**config.mk**
```make
export PLATFORM = sky130hd
export DESIGN_NAME = edge_latch_reg
export DESIGN_NICKNAME = d
export VERILOG_FILES = /design/src/rtl/edge_latch_pkg.sv /design/src/rtl/elr_sync.sv /design/src/rtl/elr_chan.sv /design/src/rtl/edge_latch_reg.sv
export SDC_FILE = /design/constraint.sdc
export NUM_CORES = 1
export LEC_CHECK = 0
export BUFFER_PORTS_ARGS = -buffer_cell sky130_fd_sc_hd__buf_2
export CAP_MARGIN = 0
export CORE_MARGIN = 2
export CORE_UTILIZATION = 39
export CTS_CLUSTER_DIAMETER = 60
export CTS_CLUSTER_SIZE = 14
export DETAILED_ROUTE_END_ITERATION = 6
export GPL_TIMING_DRIVEN = 0
export PLACE_DENSITY = 0.82
export SLEW_MARGIN = 30
export SYNTH_ARGS = -nofsm -noshare
export SYNTH_HDL_FRONTEND = slang
export SYNTH_SLANG_ARGS = --single-unit
```
**constraint.sdc**
```tcl
create_clock -name clk -period 1 [get_ports clk]
set_clock_uncertainty 0.05 [all_clocks]
set_input_delay 0.05 -clock clk [delete_from_list [all_inputs] [get_ports clk]]
set_output_delay 0.05 -clock clk [all_outputs]
set_load 0.05 [all_outputs]
```
**src/rtl/edge_latch_pkg.sv**
```systemverilog
package edge_latch_pkg;
  localparam int NUM_PINS   = 2;
  localparam int FIELD_W    = 3;
  localparam int REG_W      = 8;
  localparam int OFF_EN     = 0;
  localparam int OFF_FLAG   = 1;
  localparam int OFF_POL    = 2;

  // Detected edge for the selected polarity: 1 = rising, 0 = falling
  function automatic logic edge_match(input logic pol, input logic prev, input logic cur);
    return pol ? (cur & ~prev) : (prev & ~cur);
  endfunction

  // Next value of a sticky flag
  function automatic logic flag_next(input logic flag, input logic hit,
                                     input logic wr, input logic wbit);
    logic kept;
    kept = wr ? (flag & wbit) : flag;
    return kept | hit;
  endfunction

  function automatic logic [FIELD_W-1:0] pack_field(input logic pol, input logic flag,
                                                    input logic en);
    logic [FIELD_W-1:0] f;
    f = '0;
    f[OFF_POL]  = pol;
    f[OFF_FLAG] = flag;
    f[OFF_EN]   = en;
    return f;
  endfunction
endpackage

```
**src/rtl/elr_sync.sv**
```systemverilog
module elr_sync #(
  parameter int STAGES = 2
) (
  input  logic clk,
  input  logic rst_n,
  input  logic d,
  output logic q
);
  logic [STAGES-1:0] chain;

  always_ff @(posedge clk) begin
    if (!rst_n) chain <= '0;
    else        chain <= {chain[STAGES-2:0], d};
  end

  assign q = chain[STAGES-1];
endmodule

```
**src/rtl/elr_chan.sv**
```systemverilog
module elr_chan
  import edge_latch_pkg::*;
#(
  parameter int SYNC_STAGES = 2
) (
  input  logic               clk,
  input  logic               rst_n,
  input  logic               pin,
  input  logic               wr_hit,
  input  logic [FIELD_W-1:0] wfield,
  output logic               edge_hit,
  output logic               flag_q,
  output logic               en_q,
  output logic               pol_q
);
  logic pin_s;
  logic pin_prev;

  elr_sync #(.STAGES(SYNC_STAGES)) u_sync (
    .clk  (clk),
    .rst_n(rst_n),
    .d    (pin),
    .q    (pin_s)
  );

  always_ff @(posedge clk) begin
    if (!rst_n) pin_prev <= 1'b0;
    else        pin_prev <= pin_s;
  end

  assign edge_hit = edge_match(pol_q, pin_prev, pin_s);

  always_ff @(posedge clk) begin
    if (!rst_n) begin
      flag_q <= 1'b0;
      en_q   <= 1'b0;
      pol_q  <= 1'b0;
    end else begin
      flag_q <= flag_next(flag_q, edge_hit, wr_hit, wfield[OFF_FLAG]);
      if (wr_hit) begin
        en_q  <= wfield[OFF_EN];
        pol_q <= wfield[OFF_POL];
      end
    end
  end
endmodule

```
**src/rtl/edge_latch_reg.sv**
```systemverilog
module edge_latch_reg
  import edge_latch_pkg::*;
#(
  parameter int SYNC_STAGES = 2
) (
  input  logic             clk,
  input  logic             rst_n,
  input  logic             sel,
  input  logic             wr_en,
  input  logic [REG_W-1:0] wdata,
  output logic [REG_W-1:0] rdata,
  input  logic             pin_a,
  input  logic             pin_b,
  output logic             irq_a,
  output logic             irq_b
);
  localparam int USED_W = NUM_PINS * FIELD_W;

  logic                wr_hit;
  logic [NUM_PINS-1:0] pins;
  logic [NUM_PINS-1:0] edge_hit;
  logic [NUM_PINS-1:0] flag_q;
  logic [NUM_PINS-1:0] en_q;
  logic [NUM_PINS-1:0] pol_q;
  logic [USED_W-1:0]   fields;
  logic                unused_hi;

  assign wr_hit    = sel & wr_en;
  assign pins      = {pin_b, pin_a};
  assign unused_hi = ^wdata[REG_W-1:USED_W];

  for (genvar c = 0; c < NUM_PINS; c++) begin : g_chan
    elr_chan #(.SYNC_STAGES(SYNC_STAGES)) u_chan (
      .clk     (clk),
      .rst_n   (rst_n),
      .pin     (pins[c]),
      .wr_hit  (wr_hit),
      .wfield  (wdata[c*FIELD_W +: FIELD_W]),
      .edge_hit(edge_hit[c]),
      .flag_q  (flag_q[c]),
      .en_q    (en_q[c]),
      .pol_q   (pol_q[c])
    );
    assign fields[c*FIELD_W +: FIELD_W] = pack_field(pol_q[c], flag_q[c], en_q[c]);
  end

  assign rdata = sel ? {{(REG_W-USED_W){1'b0}}, fields} : '0;
  assign irq_a = flag_q[0] & en_q[0];
  assign irq_b = flag_q[1] & en_q[1];
endmodule

```
==> run_results.csv, run 1 <==
group,metric,value,unit
placement,port_buffers,18,
logic_synthesis,synthSimpleGateAreaFrac,0.3106,
logic_synthesis,synth_top_family_by_area,"simple AND/OR/NAND/NOR gates",
floorplanning,fp.dieH,40.93,um
pwr,finalPower,0.0009568,W
logic_synthesis,synthAdderAreaFrac,0,
logic_synthesis,ys_seq_elements,12,
timing,fmax,1.008,GHz
logic_synthesis,ys_seq_area_frac,0.4518,
floorplanning,core-area,1285,um^2
grt,track_usage,0.1422,
detailed_routing,num_vias,467,
pwr,irDropWorstVdd,1.180,mV
critical_path,start_kind,"flip-flop",
grt,grt_pass1_vias,392,
clocking,post-cts-setup-buffers,0,
clocking,tritoncts,"done",
final_layout,syn_to_final_growth,53.65,%
clocking,cts_made_buffers,3,
run_status,outcome,"finished, final reports clean",
grt,antenna_found_initial,0,
critical_path,criticalPathCategory,"flip-flop to output pin",
detailed_routing,drc,0,
detailed_routing,first_pass_iters,2,
placement,dpl_cell_area,644.4,um^2
critical_path,rrSetupSlack,0.02,ns
floorplanning,start_util,0.4138,
timing,setup_violations,0,
timing,fin_crit,0.9923,ns
grt,grt_pass1_wl,1476,um
final_layout,final_cell_mix,"10 x buf_2, 9 x and2_1, 7 x dfxtp_2, 6 x dlygate4sd3_1",
critical_path,critPathCaptureType,"output pin",
placement,gp_congestion,0.6371,
job,max-cap-violations,0,
critical_path,cp_slowest_cell,"dfxtp_2",
critical_path,crit_chain,"and2_4, buf_8",
grt,grt_overflow,0,
logic_synthesis,synthMuxAreaShare,0,
clocking,root_buffer,"clkbuf_4",
pwr,powerDensity,1171,nW/um^2
critical_path,cp_data_arrival_time,0.89,ns
pwr,power.leakage,0.3740,nW
detailed_routing,viasPerCell,4.865,
clocking,clockBufferDepth,2,
logic_synthesis,synth_compound_area_frac,0.1506,
final_layout,layout-drive-gt1-share,0.5185,
floorplanning,die_w,40.93,um
clocking,clock_sinks,12,
final_layout,antenna_cells,0,
final_layout,final_common_cell,"buf_2",
detailed_routing,ant_nets,0,
critical_path,max_stage_delay,0.35,ns
timing,slew_violations,0,
logic_synthesis,syn_avg_cell_area,10.03,um^2
floorplanning,rows,13,
detailed_routing,post_drt_wl_per_cell,10.96,um
detailed_routing,wirelength,1052,um
timing,whs,0.06383,ns
logic_synthesis,synth_cells,53,
detailed_routing,drt_iter0_drc,1,
timing,finalCritPeriodShare,0.9923,
floorplanning,io_pins,24,
final_layout,fin_nets,97,
clocking,clock_latency,0.26,ns
logic_synthesis,yosysUniqueCellTypes,15,
critical_path,critPathRequiredTime,0.90,ns
logic_synthesis,synth_xor_area_frac,0,
floorplanning,die-area,1675,um^2
logic_synthesis,yosys_warnings,0,
clocking,path_clk_slew,0.07,ns
timing,rsz0062_at_grt,"yes",
clocking,h-tree-depth,1,
critical_path,cp_max_fo,4,
final_layout,utilization,0.6358,
final_layout,design_area,817.0,um^2
timing,hold_violations,0,
grt,grt_max_degree,11,
logic_synthesis,netlist_area,531.8,um^2
min_path,min_path_type,"input port to flip-flop",
[synthesized netlist by cell type]
cell / n / share of area
and2_1: 14 / 0.16
dfxtp_1: 12 / 0.45
a21bo_2: 4 / 0.075
a21oi_1: 4 / 0.038
nand3_1: 4 / 0.038
buf_4: 3 / 0.042
a311o_1: 2 / 0.038
and4b_1: 2 / 0.038
nand3b_1: 2 / 0.028
and4bb_1: 1 / 0.024
buf_6: 1 / 0.021
clkbuf_2: 1 / 0.0094
conb_1: 1 / 0.0071
inv_1: 1 / 0.0071
nor4bb_1: 1 / 0.019
[sequential cells by signal, indices dropped and copies added (netlist names)]
name,flops
g_chan.u_chan.pol_q,2
g_chan.u_chan.u_sync.chain,4
g_chan.u_chan.flag_q,2
g_chan.u_chan.en_q,2
g_chan.u_chan.pin_prev,2
[what timing repair did]
item,CTS,global route
setup endpoints to repair,9,9
pin swaps,0,4
hold buffers,6,0
gates cloned,0,0
endpoints found under the hold margin,6,0
gates resized for setup,27,6
[where the power goes]
| group | leakage [nW] | internal [W] | switching [W] |
|---|---|---|---|
| clock network | 0.0138 | 0.000139 | 0.000133 |
| registers | 0.101 | 0.000501 | 0.0000114 |
| logic | 0.259 | 0.0000874 | 0.0000854 |
[logic make-up after synthesis]
logic type | after synthesis
flip-flops | 12
buffers and inverters | 6
other | 1
AND/OR/NAND/NOR | 24
AO/OA/AOI/OAI | 10
[final timing paths]
kind,depth (start not counted),from,to
max,2,g_chan[0].u_chan.pol_q,rdata[2]
min,3,wr_en,g_chan[0].u_chan.en_q
max reg2reg,2,g_chan[1].u_chan.pol_q,g_chan[1].u_chan.flag_q
min reg2reg,1,g_chan[0].u_chan.u_sync.chain[0],g_chan[0].u_chan.u_sync.chain[1]
[stage by stage]
stage | cells | worst slack, ns | setup TNS, ns
6_report | 96 | 0.007730 | 0
5_1_grt | 96 | -0.04091 | -0.2020
4_1_cts | 96 | -0.003041 | -0.006058
3_5_place_dp | 87 | -0.01409 | -0.01409
3_3_place_gp | 87 | 0.01169 | 0
2_1_floorplan | 54 | 0.03460 | 0
[metal layers]
| layer | wire [um] | up-vias | track usage |
|---|---|---|---|
| met2 | 510 | 21 | 0.2578 |
| met3 | 93 | 2 | 0.08152 |
| li1 | - | 237 | - |
| met5 | 0 | - | 0 |
| met4 | 7 | 0 | 0.05000 |
| met1 | 441 | 207 | 0.1291 |
[cell type report]
type | count | area [um^2]
Sequential cell | 12 | 249.0
Clock buffer | 3 | 22.52
Fill cell | 97 | 467.9
Buffer | 5 | 38.79
Multi-Input combinational cell | 36 | 265.3
Tap cell | 15 | 18.77
Inverter | 1 | 3.754
Timing Repair Buffer | 24 | 219.0
[worst max-delay path: cells and delay by family (launching register included)]
| kind | cells | cell delay [ns] |
|---|---|---|
| and+or+nand+nor | 1 | 0.14 |
| buffers and inverters | 1 | 0.13 |
| DFF | 1 | 0.35 |
No activity file was read; power rests on OpenSTA's default activity.
==> run 2: changes to the inputs <==
--- a/config.mk
+++ b/config.mk
@@ -8,13 +8,14 @@
 export BUFFER_PORTS_ARGS = -buffer_cell sky130_fd_sc_hd__buf_2
 export CAP_MARGIN = 0
 export CORE_MARGIN = 2
-export CORE_UTILIZATION = 39
+export CORE_UTILIZATION = 37
 export CTS_CLUSTER_DIAMETER = 60
 export CTS_CLUSTER_SIZE = 14
 export DETAILED_ROUTE_END_ITERATION = 6
 export GPL_TIMING_DRIVEN = 0
-export PLACE_DENSITY = 0.82
+export PLACE_DENSITY = 0.8
 export SLEW_MARGIN = 30
 export SYNTH_ARGS = -nofsm -noshare
 export SYNTH_HDL_FRONTEND = slang
+export SYNTH_HIERARCHICAL = 1
 export SYNTH_SLANG_ARGS = --single-unit
==> run_results.csv, run 2 <==
group,metric,value,unit
final_layout,final_common_cell,"buf_2",
pwr,switchingPower,0.0002460,W
clocking,tritoncts,"done",
detailed_routing,wirelength,1118,um
min_path,hp-start,"rst_n",
pwr,powerDensity,1312,nW/um^2
final_layout,largest_reg_flops,4,
min_path,holdPathStages,2,
grt,grt_pass1_vias,393,
floorplanning,die_w,39.94,um
final_layout,fillCellCount,85,
critical_path,reg2reg_from,"g_chan[0].u_chan/pol_q",
detailed_routing,ant_nets,0,
pwr,p_comb_frac,0.161,
final_layout,top_register,"g_chan.u_chan/u_sync/chain",
final_layout,syn_to_final_growth,67.54,%
clocking,clock_latency,0.26,ns
detailed_routing,drc,0,
pwr,clkPwrFrac,0.352,
critical_path,cp_max_fo,3,
detailed_routing,drt_iter0_drc,5,
clocking,h-tree-depth,1,
clocking,clockBufferDepth,2,
logic_synthesis,yosys_warnings,6,
critical_path,rrSetupSlack,0.04,ns
grt,track_usage,0.1502,
pwr,pwr-share-seq,0.488,
floorplanning,io_pins,24,
placement,port_buffers,19,
run_status,outcome,"finished, violations left",
timing,hold_violations,0,
grt,grt_pass1_wl,1552,um
pwr,irDropWorstVdd,0.8341,mV
critical_path,r2r_cells,2,
final_layout,final_cell_mix,"11 x buf_2, 9 x and2_1",
placement,gp_congestion,0.5860,
clocking,root_buffer,"clkbuf_4",
clocking,cts_made_buffers,3,
clocking,path_clk_slew,0.07,ns
critical_path,r2r-end,"g_chan[0].u_chan/flag_q",
detailed_routing,num_vias,425,
final_layout,antenna_cells,0,
detailed_routing,first_pass_iters,3,
timing,rsz0062_at_grt,"yes",
critical_path,critPathRequiredTime,0.90,ns
clocking,clock_sinks,12,
logic_synthesis,syn_avg_cell_area,9.559,um^2
floorplanning,rows,12,
critical_path,criticalPathCategory,"flip-flop to output pin",
pwr,finalPower,0.001051,W
timing,slew_violations,0,
pwr,power.internal,0.0008047,W
placement,post-dp-hpwl,600.3,um
floorplanning,die-area,1595,um^2
critical_path,critPathCaptureType,"output pin",
logic_synthesis,netlist_area,478.0,um^2
final_layout,fin_nets,97,
floorplanning,core-area,1156,um^2
timing,finalCritPeriodShare,1.004,
final_layout,layout-drive-gt1-share,0.4756,
logic_synthesis,synth_cells,50,
critical_path,cp_data_arrival_time,0.90,ns
timing,fin_ws,-0.004174,ns
detailed_routing,post_drt_wl_per_cell,11.65,um
critical_path,start_kind,"flip-flop",
timing,whs,0.03532,ns
timing,setup_violations,1,
floorplanning,fp.dieH,39.94,um
timing,fin_crit,1.004,ns
detailed_routing,viasPerCell,4.427,
grt,antenna_found_initial,0,
pwr,switching_share,0.2341,
run_status,violations,"negative setup slack",
min_path,min_to,"g_chan[0].u_chan/u_sync/chain[1]",
grt,grt_overflow,0,
job,max-cap-violations,0,
min_path,min_path_type,"input port to flip-flop",
grt,grt_max_degree,9,
timing,fmax,0.9958,GHz
floorplanning,start_util,0.4134,
pwr,power.leakage,0.3713,nW
==> run 2: cell count changes in the layout (fill, tap and decap cells not counted), moves of 3 or more <==
cell / delta
nor2_1: +4
a21oi_1: -4
mux2i_1: +4
nand3_1: -4
a21bo_2: -4
inv_1: +3
==> run 2: final cells by class <==
| cell class | count | area, um^2 | area share |
|---|---|---|---|
| flip-flops and latches | 12 | 247.7 | 0.3094 |
| repair buffers | 27 | 242.7 | 0.3031 |
| multi-input cells | 33 | 226.5 | 0.2828 |
| clock buffers | 4 | 36.28 | 0.04531 |
| well taps | 14 | 17.52 | 0.02188 |
| plain buffers | 2 | 15.01 | 0.01875 |
| inverters | 4 | 15.01 | 0.01875 |
==> run 2: timing repair <==
action,CTS,global route
setup endpoints to repair,8,10
setup buffers,2,0
pin swaps,0,3
resized for setup,26,8
hold buffers,6,0
hold endpoints to repair,6,0
==> run 2: per-stage QoR <==
step	utilization	setup TNS [ns]	cells	area [um^2]	worst slack [ns]
floorplan	-	0	51	481.7	0.07925
global placement	0.5141	-0.01560	84	594.3	-0.008408
detailed placement	0.5141	-0.04365	84	594.3	-0.02691
CTS	0.6688	0	96	773.2	0.001162
global route	0.6926	-0.2761	96	800.8	-0.04547
finish	0.6926	-0.004174	96	800.8	-0.004174
==> run 2: power by group through the flow <==
stage	clock network [W]	logic, W	registers [W]
final	0.000369	0.000169	0.000512
after global routing	0.000410	0.000183	0.000515
after CTS	0.000382	0.000159	0.000511
after detailed placement	0	0.000121	0.000521
after global placement	0	0.000119	0.000519
after floorplan	0	0.0000851	0.000517
==> run 2: layer usage <==
layer	vias to the layer above	GRT usage	routed length (um)
met3	2	0.05556	84
met5	-	0	0
met4	0	0.07759	6
met1	182	0.1684	449
li1	222	-	-
met2	19	0.2460	578
==> run 2: worst max-delay path by stage <==
stage / from / endpoint / slack, ns / depth (start not counted)
after floorplan: g_chan[0].u_chan/pol_q / g_chan[0].u_chan/flag_q / 0.08 / 2
after global placement: sel / g_chan[0].u_chan/flag_q / -0.008 / 5
after detailed placement: sel / g_chan[1].u_chan/flag_q / -0.03 / 5
after CTS: g_chan[0].u_chan/en_q / rdata[0] / 0.001 / 2
after global routing: g_chan[1].u_chan/flag_q / rdata[4] / -0.05 / 2
final: g_chan[0].u_chan/en_q / rdata[0] / -0.004 / 2
==> run 2: critical path, stage by stage (launching register included) <==
cell and delay, ns:
dfxtp_2 0.35, and2_4 0.15, buf_8 0.14
